### config.mk
export PLATFORM = sky130hd
export DESIGN_NAME = csdec_top
export DESIGN_NICKNAME = d
export VERILOG_FILES = /design/src/rtl/csdec_pkg.sv /design/src/rtl/csdec_mid.sv /design/src/rtl/csdec_per.sv /design/src/rtl/csdec_dram.sv /design/src/rtl/csdec_top.sv
export SDC_FILE = /design/constraint.sdc
export NUM_CORES = 1
export LEC_CHECK = 0
export BUFFER_PORTS_ARGS = -buffer_cell sky130_fd_sc_hd__buf_2
export CAP_MARGIN = 25
export CORE_MARGIN = 2
export CORE_UTILIZATION = 52
export DETAILED_ROUTE_END_ITERATION = 6
export PLACE_DENSITY_LB_ADDON = 0.15
export SLEW_MARGIN = 20
export SYNTH_ARGS = -nofsm -noshare
export SYNTH_HDL_FRONTEND = slang
export SYNTH_HIERARCHICAL = 1
export SYNTH_SLANG_ARGS = --single-unit
### constraint.sdc
create_clock -name clk_i -period 6.58 [get_ports clk_i]
set_input_delay 1.316 -clock clk_i [delete_from_list [all_inputs] [get_ports clk_i]]
set_output_delay 1.316 -clock clk_i [all_outputs]
set_load 0.02 [all_outputs]
### src/rtl/csdec_pkg.sv
package csdec_pkg;
   // Fixed geometry of one peripheral window, in address bits.
   localparam int unsigned PER_WIN_SH = 8;
   // Smallest midrange region, in address bits.
   localparam int unsigned MID_MIN_SH = 9;
endpackage

### src/rtl/csdec_mid.sv
module csdec_mid #(
   parameter int unsigned ADDR_W = 20,
   parameter int unsigned N_MID  = 4,
   parameter int unsigned SZ_W   = 3,
   parameter int unsigned MIN_SH = csdec_pkg::MID_MIN_SH
) (
   input  logic [ADDR_W-1:0] addr_i,
   input  logic              io_i,
   input  logic [ADDR_W-1:0] base_i,
   input  logic [SZ_W-1:0]   sz_i,
   input  logic              span_i,
   input  logic [N_MID-1:0]  w8_i,
   output logic              hit_o,
   output logic [N_MID-1:0]  sel_o,
   output logic              b8_o
);
   localparam int unsigned IDX_W = $clog2(N_MID);

   if ((N_MID & (N_MID - 1)) != 0 || N_MID < 2)
      $error("csdec_mid: N_MID must be a power of two, at least 2");

   logic [ADDR_W-1:0] off;
   logic [7:0]        reg_sh;
   logic [IDX_W-1:0]  idx;

   always_comb begin
      off    = addr_i - base_i;
      reg_sh = 8'(MIN_SH) + 8'(sz_i);
      idx    = IDX_W'(off >> reg_sh);
      hit_o  = !io_i && ((off >> (reg_sh + 8'(IDX_W))) == '0);
      sel_o  = '0;
      b8_o   = 1'b0;
      if (hit_o) begin
         if (span_i) begin
            sel_o[0] = 1'b1;
            b8_o     = w8_i[0];
         end else begin
            sel_o[idx] = 1'b1;
            b8_o       = w8_i[idx];
         end
      end
   end
endmodule

### src/rtl/csdec_per.sv
module csdec_per #(
   parameter int unsigned ADDR_W = 20,
   parameter int unsigned N_PER  = 6
) (
   input  logic [ADDR_W-1:0] addr_i,
   input  logic              io_i,
   input  logic [ADDR_W-1:0] base_i,
   input  logic              space_io_i,
   output logic              hit_o,
   output logic [N_PER-1:0]  sel_o
);
   localparam int unsigned PIDX_W = (N_PER > 1) ? $clog2(N_PER) : 1;

   if (N_PER < 1 || N_PER > 64)
      $error("csdec_per: N_PER out of range");

   logic [ADDR_W-1:0] win;

   always_comb begin
      win   = (addr_i - base_i) >> csdec_pkg::PER_WIN_SH;
      hit_o = (io_i == space_io_i) && (win < ADDR_W'(N_PER));
      sel_o = '0;
      if (hit_o) sel_o[PIDX_W'(win)] = 1'b1;
   end
endmodule

### src/rtl/csdec_dram.sv
module csdec_dram #(
   parameter int unsigned ADDR_W = 20,
   parameter int unsigned N_DRAM = 2,
   parameter int unsigned DSZ_W  = 5,
   parameter int unsigned WS_W   = 4
) (
   input  logic [ADDR_W-1:0]              addr_i,
   input  logic                           io_i,
   input  logic [N_DRAM-1:0]              en_i,
   input  logic [N_DRAM-1:0][ADDR_W-1:0]  base_i,
   input  logic [N_DRAM-1:0][DSZ_W-1:0]   sz_i,
   input  logic [N_DRAM-1:0][WS_W-1:0]    ws_i,
   output logic                           hit_o,
   output logic [WS_W-1:0]                ws_o
);
   if (N_DRAM < 1)
      $error("csdec_dram: need at least one bank");

   logic [N_DRAM-1:0] bank_hit;

   for (genvar b = 0; b < N_DRAM; b++) begin : g_bank
      logic [ADDR_W-1:0] off;
      assign off         = addr_i - base_i[b];
      assign bank_hit[b] = en_i[b] && !io_i && ((off >> sz_i[b]) == '0);
   end

   always_comb begin
      ws_o = '0;
      for (int b = N_DRAM - 1; b >= 0; b--)
         if (bank_hit[b]) ws_o = ws_i[b];
      hit_o = |bank_hit;
   end
endmodule

### src/rtl/csdec_top.sv
module csdec_top #(
   parameter int unsigned ADDR_W = 20,
   parameter int unsigned N_MID  = 4,
   parameter int unsigned N_PER  = 6,
   parameter int unsigned N_DRAM = 2,
   parameter int unsigned SZ_W   = 3,
   parameter int unsigned DSZ_W  = 5,
   parameter int unsigned WS_W   = 4
) (
   input  logic                           clk_i,
   input  logic                           rst_ni,
   input  logic [ADDR_W-1:0]              addr_i,
   input  logic                           io_i,
   input  logic                           aphase_i,
   input  logic                           hold_i,
   input  logic [ADDR_W-1:0]              mid_base_i,
   input  logic [SZ_W-1:0]                mid_sz_i,
   input  logic [N_MID-1:0]               mid_w8_i,
   input  logic [WS_W-1:0]                mid_ws_i,
   input  logic                           mid_span_i,
   input  logic [ADDR_W-1:0]              per_base_i,
   input  logic                           per_io_i,
   input  logic [WS_W-1:0]                per_ws_i,
   input  logic [N_DRAM-1:0]              dram_en_i,
   input  logic [N_DRAM-1:0][ADDR_W-1:0]  dram_base_i,
   input  logic [N_DRAM-1:0][DSZ_W-1:0]   dram_sz_i,
   input  logic [N_DRAM-1:0][WS_W-1:0]    dram_ws_i,
   input  logic [ADDR_W-1:0]              hi_base_i,
   input  logic                           hi_dram_i,
   input  logic [WS_W-1:0]                base_ws_i,
   output logic [N_MID-1:0]               mid_cs_n_o,
   output logic [N_PER-1:0]               per_cs_n_o,
   output logic                           hi_cs_n_o,
   output logic                           dram_act_o,
   output logic                           bus8_o,
   output logic [WS_W-1:0]                ws_o
);
   if (ADDR_W < 12 || ADDR_W > 32)
      $error("csdec_top: ADDR_W out of range");
   if (WS_W < 1)
      $error("csdec_top: WS_W must be positive");

   // Captured access
   logic [ADDR_W-1:0] lat_addr;
   logic              lat_io;
   logic              lat_vld;

   always_ff @(posedge clk_i or negedge rst_ni) begin
      if (!rst_ni) begin
         lat_addr <= '0;
         lat_io   <= 1'b0;
         lat_vld  <= 1'b0;
      end else if (aphase_i) begin
         lat_addr <= addr_i;
         lat_io   <= io_i;
         lat_vld  <= 1'b1;
      end
   end

   // Decoders
   logic             mid_hit, mid_b8;
   logic [N_MID-1:0] mid_sel;
   logic             per_hit, per_live_hit;
   logic [N_PER-1:0] per_sel, per_live_sel;
   logic             dram_hit;
   logic [WS_W-1:0]  dram_ws;

   csdec_mid #(.ADDR_W(ADDR_W), .N_MID(N_MID), .SZ_W(SZ_W)) u_mid (
      .addr_i(lat_addr), .io_i(lat_io), .base_i(mid_base_i), .sz_i(mid_sz_i),
      .span_i(mid_span_i), .w8_i(mid_w8_i),
      .hit_o(mid_hit), .sel_o(mid_sel), .b8_o(mid_b8));

   csdec_per #(.ADDR_W(ADDR_W), .N_PER(N_PER)) u_per_lat (
      .addr_i(lat_addr), .io_i(lat_io), .base_i(per_base_i),
      .space_io_i(per_io_i), .hit_o(per_hit), .sel_o(per_sel));

   csdec_per #(.ADDR_W(ADDR_W), .N_PER(N_PER)) u_per_live (
      .addr_i(addr_i), .io_i(io_i), .base_i(per_base_i),
      .space_io_i(per_io_i), .hit_o(per_live_hit), .sel_o(per_live_sel));

   csdec_dram #(.ADDR_W(ADDR_W), .N_DRAM(N_DRAM), .DSZ_W(DSZ_W), .WS_W(WS_W)) u_dram (
      .addr_i(lat_addr), .io_i(lat_io), .en_i(dram_en_i), .base_i(dram_base_i),
      .sz_i(dram_sz_i), .ws_i(dram_ws_i), .hit_o(dram_hit), .ws_o(dram_ws));

   // Output resolution
   logic drive_ok, lat_ok, hi_hit;

   always_comb begin
      drive_ok = rst_ni && !hold_i;
      lat_ok   = drive_ok && lat_vld;
      hi_hit   = !lat_io && (lat_addr >= hi_base_i) && !hi_dram_i;

      mid_cs_n_o = lat_ok ? ~mid_sel : '1;
      hi_cs_n_o  = !(lat_ok && hi_hit);
      if (!drive_ok)
         per_cs_n_o = '1;
      else if (aphase_i)
         per_cs_n_o = per_live_hit ? ~per_live_sel : '1;
      else
         per_cs_n_o = lat_vld ? ~per_sel : '1;

      dram_act_o = lat_ok && dram_hit && !per_hit;
      bus8_o     = lat_vld && mid_hit && mid_b8 && !per_hit && !dram_hit;

      if (!lat_vld)
         ws_o = base_ws_i;
      else if (per_hit)
         ws_o = (dram_hit && dram_ws > per_ws_i) ? dram_ws : per_ws_i;
      else if (dram_hit)
         ws_o = dram_ws;
      else if (mid_hit)
         ws_o = mid_ws_i;
      else
         ws_o = base_ws_i;
   end

   // Assertions
   a_r1_hold_quiet: assert property (@(posedge clk_i) disable iff (!rst_ni)
      hold_i |-> (mid_cs_n_o == '1 && per_cs_n_o == '1 && hi_cs_n_o && !dram_act_o));

   a_r2_mid_onehot: assert property (@(posedge clk_i) disable iff (!rst_ni)
      $onehot0(~mid_cs_n_o));

   a_r3_span_release: assert property (@(posedge clk_i) disable iff (!rst_ni)
      mid_span_i |-> (mid_cs_n_o[N_MID-1:1] == '1));

   a_r5_per_onehot: assert property (@(posedge clk_i) disable iff (!rst_ni)
      $onehot0(~per_cs_n_o));

   a_r7_per_wins: assert property (@(posedge clk_i) disable iff (!rst_ni)
      (!aphase_i && per_cs_n_o != '1) |-> !dram_act_o);

   a_r8_ws_floor: assert property (@(posedge clk_i) disable iff (!rst_ni)
      (!aphase_i && per_cs_n_o != '1) |-> (ws_o >= per_ws_i));

   a_r9_hi_off: assert property (@(posedge clk_i) disable iff (!rst_ni)
      hi_dram_i |-> hi_cs_n_o);
endmodule

==> results.sh, run 1 <==
export IMPL_dp_cells=1645
export IMPL_synth_area_leaders="ha_1, dfrtp_1, inv_1"
export IMPL_criticalPathCategory="input port to primary output"
export IMPL_status="complete, but fails checks"
export IMPL_place_ws_ns=-0.473
export IMPL_min_from="lat_addr[0]"
export IMPL_maxSlewHeadroom=0.551
export IMPL_layout_commonest_cell="buf_2"
export IMPL_io_pins=184
export IMPL_dp_hpwl_um=23200
export IMPL_fin_crit_sh=1.08
export IMPL_wire_per_inst_um=17.5
export IMPL_htreeDepth=1
export IMPL_syn_area_um2=8470
export IMPL_grt_pass1_wl_um=46000
export IMPL_violations="negative setup slack"
export IMPL_groute_usage_overall=0.317
export IMPL_placed_area_um2=10300
export IMPL_fin_nets=1734
export IMPL_r2r_slack_ns=5.50
export IMPL_ys_types=90
export IMPL_ys_ff_latch=22
export IMPL_slew_viol_final=0
export IMPL_viasPerCell=6.13
export IMPL_path_cells="buf_6, ha_4, fa_2, nand2b_4, a21o_1, a21oi_2, a41o_1, mux2i_1, a2111oi_1, a31o_1, a41oi_2, a2111o_1, o31ai_4, ha_1, nor2b_4, o21a_1, o21a_1, o21ai_4, mux2i_2, o21ai_2, buf_6"
export IMPL_drc_errors=0
export IMPL_drtIter0Drc=885
export IMPL_synth_warnings=6
export IMPL_arrival_ns=5.79
export IMPL_finalHoldViolations=0
export IMPL_initial_core_util=0.533
export IMPL_setup_viol=4
export IMPL_grt_max_degree=32
export IMPL_synth_top_area_frac=0.171
export IMPL_required_ns=5.26
export IMPL_numCtsBuffers=3
export IMPL_fp_dieH_um=132
export IMPL_p_leak_nw=5.29
export IMPL_synthFlopType="dfrtp_1"
export IMPL_grt_pass1_vias=9593
export IMPL_cts_reportedPaths_clkPinSlew_ns=0.07
export IMPL_clk_path_buf_depth=2
export IMPL_wl_um=29200
export IMPL_holdPathEnd="lat_addr[0]"
export IMPL_finalNonFillerCells=1668
export IMPL_ctsRootBufferMaster="clkbuf_16"
export IMPL_avgSynthCellArea_um2=7.18
export IMPL_placement_io_buffers=183
export IMPL_setup_ws_ns=-0.528
export IMPL_die_w_um=132
export IMPL_die_area_um2=17300
export IMPL_area_growth_pct=28.4
export IMPL_post_route_util=0.684
export IMPL_vias=10200
export IMPL_antenna_found_initial=4
export IMPL_final_min_clock_period_ns=7.11
export IMPL_critPathTopFamily="compound AO/OA/AOI/OAI gates"
export IMPL_reg2reg_depth=1
export IMPL_r2r_start="lat_vld"
export IMPL_critPathCaptureType="primary output"
export IMPL_min_path_type="flip-flop to flip-flop"
export IMPL_rsz0062_at_grt="yes"
export IMPL_final_cell_mix="buf_2, inv_1, buf_4, ha_1, nand2_1"
export IMPL_cap_violations=0
export IMPL_grt_remaining_overflow=0
export IMPL_layout_drive_gt1_share=0.298
export IMPL_syn_inst=1179
export IMPL_yosysTopAreaCell="ha_1"
export IMPL_clkSinkCount=22
export IMPL_critPathSlowestCell="a2111o_1"
export IMPL_tritoncts="built"
export IMPL_finalWeightedCongestion=0.965
export IMPL_max_freq_mhz=141
export IMPL_crit_buf_inv=2
export IMPL_syn_num_nets=1464
export IMPL_async_reset_ff_frac=1.00
export IMPL_worstPathMaxFanout=4
export IMPL_firstDrtPassIters=7
export IMPL_peakVddDrop_v=0.000142
export IMPL_timing_hold_worst_path_depth=2
export IMPL_clock_latency_ns=0.26
export IMPL_synth_yosys_seq_area_share=0.0650
export IMPL_regToRegEndpoint="lat_vld"
export IMPL_ant_nets=0
export IMPL_stdcell_area_um2=10900
export IMPL_skew_ns=0
export IMPL_rows=46
export IMPL_core_area_um2=15900
export IMPL_powerDensity_nw_per_um2=153
export IMPL_worstMarginPinSlew_ns=0.674
export IMPL_start_kind="input port"
export IMPL_synth_edff_count=0
export IMPL_max_stage_delay_ns=0.55
## layout make-up
| type | count | area, um2 |
|---|---|---|
| diodes | 4 | 10.0 |
| clock buffers | 3 | 75.1 |
| clock inverters | 1 | 30.0 |
| fillers | 1432 | 5010 |
| inverters | 139 | 522 |
| multi-input cells | 979 | 7560 |
| flip-flops and latches | 22 | 551 |
| well taps | 216 | 270 |
| repair buffers | 304 | 1860 |
## sequential cells by signal, summed over array words and instances (netlist names)
| register | cells |
|---|---|
| lat_vld | 1 |
| lat_io | 1 |
| lat_addr | 20 |
## kinds of logic (layout without fill, tap and decap cells)
logic type	Yosys count	count (layout)	synth area share
other	0	4	0
buffers and inverters	178	447	0.0832
flip-flops	22	22	0.0650
multiplexers	40	40	0.0511
adder cells (fa/ha/maj)	118	118	0.176
XOR/XNOR	53	53	0.0548
AND/OR/NAND/NOR	375	375	0.235
AO/OA/AOI/OAI	393	393	0.335
## metal layers
metal	wire length [um]	GRT usage
met3	2070	0.0262
met2	13700	0.550
met4	1120	0.117
met5	0	0
met1	12300	0.407
## repair_timing
item	CTS	global route
buffers inserted	6	9
pin swaps	14	36
setup endpoints to repair	4	4
resized for setup	19	42
hold buffers	0	0
## Yosys cell counts (all sizes together), types with 23 or more instances
| library cell | number |
|---|---|
| a211oi | 28 |
| a21o | 32 |
| a21oi | 96 |
| and3 | 24 |
| clkbuf | 26 |
| ha | 116 |
| inv | 139 |
| mux2 | 26 |
| nand2 | 101 |
| nand3 | 32 |
| nor2 | 64 |
| nor3 | 24 |
| o21ai | 84 |
| xnor2 | 30 |
| xor2 | 23 |
## where the power goes
part           total (W)  switching (W)  internal (W)
clock           0.000176      0.0000547      0.000121
combinational    0.00130       0.000717      0.000587
sequential      0.000179      0.0000311      0.000148
total            0.00166       0.000803      0.000856
## tightest hold or removal path: cells and delay by family (launching register included)
kind | cells | cell delay [ns]
buffers and inverters | 1 | 0.15
DFF | 1 | 0.46
AOI/OAI and AO/OA | 1 | 0.08
## per-stage QoR
step	power (W)	hold slack (ns)	TNS [ns]
floorplan	0.000997	0.568	0
global placement	0.00135	0.711	-1.27
detailed placement	0.00137	0.703	-1.70
CTS	0.00158	0.719	-1.68
global route	0.00179	0.739	-2.62
finish	0.00166	0.733	-1.91
## worst max-delay path by stage
stage	slack, ns	cells past startpoint	endpoint	startpoint
after global placement	-0.36	21	ws_o[2]	dram_base_i[20]
after floorplan	0.009	19	ws_o[2]	dram_base_i[22]
after global routing	-0.71	21	ws_o[1]	dram_base_i[20]
after CTS	-0.45	21	ws_o[2]	dram_base_i[20]
after detailed placement	-0.47	21	ws_o[2]	dram_base_i[22]
final	-0.53	21	ws_o[2]	dram_base_i[20]
Note: power is estimated with default switching activity, not from simulation.
==> run 2: changes to the inputs <==
--- a/config.mk
+++ b/config.mk
@@ -12,4 +12,5 @@
 export DETAILED_ROUTE_END_ITERATION = 6
 export PLACE_DENSITY_LB_ADDON = 0.15
+export SKIP_LAST_GASP = 1
 export SLEW_MARGIN = 20
 export SYNTH_ARGS = -nofsm -noshare
==> constraint.sdc (replaced) <==
create_clock -name clk_i -period 6.58 [get_ports clk_i]
set_input_delay 0.329 -clock clk_i [delete_from_list [all_inputs] [get_ports clk_i]]
set_output_delay 0.329 -clock clk_i [all_outputs]
set_load 0.02 [all_outputs]
==> results.sh, run 2 (synthesized netlist as in run 1, its figures left out) <==
export IMPL_firstDrtPassIters=6
export IMPL_wire_per_inst_um=17.8
export IMPL_initial_core_util=0.533
export IMPL_viasPerCell=6.21
export IMPL_grt_remaining_overflow=0
export IMPL_largestRegisters="lat_addr x20, lat_io x1, lat_vld x1"
export IMPL_htreeDepth=1
export IMPL_numCtsBuffers=3
export IMPL_fin_nets=1623
export IMPL_layout_drive_gt1_share=0.205
export IMPL_powerDensity_nw_per_um2=151
export IMPL_placement_io_buffers=183
export IMPL_post_cts_setup_buffers=0
export IMPL_worstPathMaxFanout=5
export IMPL_core_area_um2=15900
export IMPL_drc_errors=0
export IMPL_area_growth_pct=14.1
export IMPL_cts_hold_buf=0
export IMPL_layout_commonest_cell="buf_2"
export IMPL_min_path_type="input port to asynchronous set/reset pin"
export IMPL_fin_tns_setup_ns=0
export IMPL_cts_reportedPaths_clkPinSlew_ns=0.07
export IMPL_diodes=0
export IMPL_setup_viol=0
export IMPL_p_leak_nw=4.67
export IMPL_final_cell_mix="buf_2, inv_1, ha_1, nand2_1, a21oi_1"
export IMPL_postCtsResizedCells=0
export IMPL_maxSlewHeadroom=0.473
export IMPL_grt_max_degree=32
export IMPL_clk_path_buf_depth=2
export IMPL_fin_crit_sh=0.887
export IMPL_ctsRootBufferMaster="clkbuf_16"
export IMPL_cap_violations=0
export IMPL_finalWeightedCongestion=0.932
export IMPL_die_area_um2=17300
export IMPL_tritoncts="built"
export IMPL_antenna_found_initial=0
export IMPL_arrival_ns=5.51
export IMPL_criticalPathCategory="flip-flop to primary output"
export IMPL_max_stage_delay_ns=0.53
export IMPL_crit_buf_inv=2
export IMPL_max_freq_mhz=171
export IMPL_post_route_util=0.608
export IMPL_wl_um=27600
export IMPL_groute_usage_overall=0.310
export IMPL_critPathCaptureType="primary output"
export IMPL_fp_dieH_um=132
export IMPL_top_register="lat_addr"
export IMPL_required_ns=6.25
export IMPL_status="finished, final reports clean"
export IMPL_clkSinkCount=22
export IMPL_grt_pass1_vias=8925
export IMPL_critPathTopFamily="compound AO/OA/AOI/OAI gates"
export IMPL_clock_latency_ns=0.26
export IMPL_skew_ns=0
export IMPL_drtIter0Drc=909
export IMPL_slew_viol_final=0
export IMPL_critPathSlowestCell="a2111o_1"
export IMPL_io_pins=184
export IMPL_dp_hpwl_um=22400
export IMPL_rows=46
export IMPL_grt_pass1_wl_um=44600
export IMPL_finalHoldViolations=0
export IMPL_rsz0062_at_grt="no"
export IMPL_die_w_um=132
export IMPL_peakVddDrop_v=0.000140
export IMPL_worstMarginPinSlew_ns=0.783
export IMPL_ant_nets=0
export IMPL_largest_reg_flops=20
export IMPL_vias=9645
export IMPL_timing_hold_ws_ns=0.0515
export IMPL_final_min_clock_period_ns=5.84
export IMPL_start_kind="flip-flop"
export IMPL_path_cells="inv_1, ha_1, fa_1, nand2b_1, a21o_1, a21oi_1, a41o_1, mux2i_1, a2111oi_0, a31o_1, a41oi_1, a2111o_1, o31ai_1, ha_1, nor2b_1, o21a_1, o21a_1, o21ai_2, mux2i_1, o21ai_1, buf_2"
## run 2: final cells by class
type / instances / area [um2]
inverters: 139 / 522
clock inverters: 1 / 30.0
multi-input cells: 979 / 7220
clock buffers: 3 / 75.1
well taps: 216 / 270
fillers: 1534 / 6230
flip-flops and latches: 22 / 551
repair buffers: 193 / 991
## run 2: where the power goes
| group | total [W] | switching (W) | internal (W) |
|---|---|---|---|
| sequential | 0.000180 | 0.0000323 | 0.000148 |
| combinational | 0.00110 | 0.000647 | 0.000455 |
| clock | 0.000178 | 0.0000570 | 0.000121 |
## run 2: path summary, 6_finish.rpt
check,start,cells past startpoint,to,slack [ns]
worst max-delay path,lat_addr[0],21,ws_o[3],0.74
worst max register to register,lat_addr[15],1,lat_addr[15],5.51
worst min register to register,lat_addr[0],2,lat_addr[0],0.64
max in group asynchronous,rst_ni,1,lat_addr[0],6.16
worst min-delay path,rst_ni,1,lat_addr[10],0.05
min in group clk_i,addr_i[12],2,lat_addr[12],0.31
## run 2: through the flow
stage	cell area [um2]	power, W	setup slack [ns]	cells
2_1_floorplan	8470	0.000985	1.56	1179
3_3_place_gp	9550	0.00124	1.13	1548
3_5_place_dp	9550	0.00125	1.06	1548
4_1_cts	9650	0.00144	0.756	1552
5_1_grt	9660	0.00159	0.414	1553
6_report	9660	0.00146	0.742	1553
## run 2: metal layers
metal | GRT usage | vias up | part of all wire
met5 | 0 | - | 0
met2 | 0.544 | 422 | 0.48
met1 | 0.400 | 4458 | 0.43
li1 | - | 4730 | -
met4 | 0.0646 | 0 | 0.017
met3 | 0.0490 | 35 | 0.073
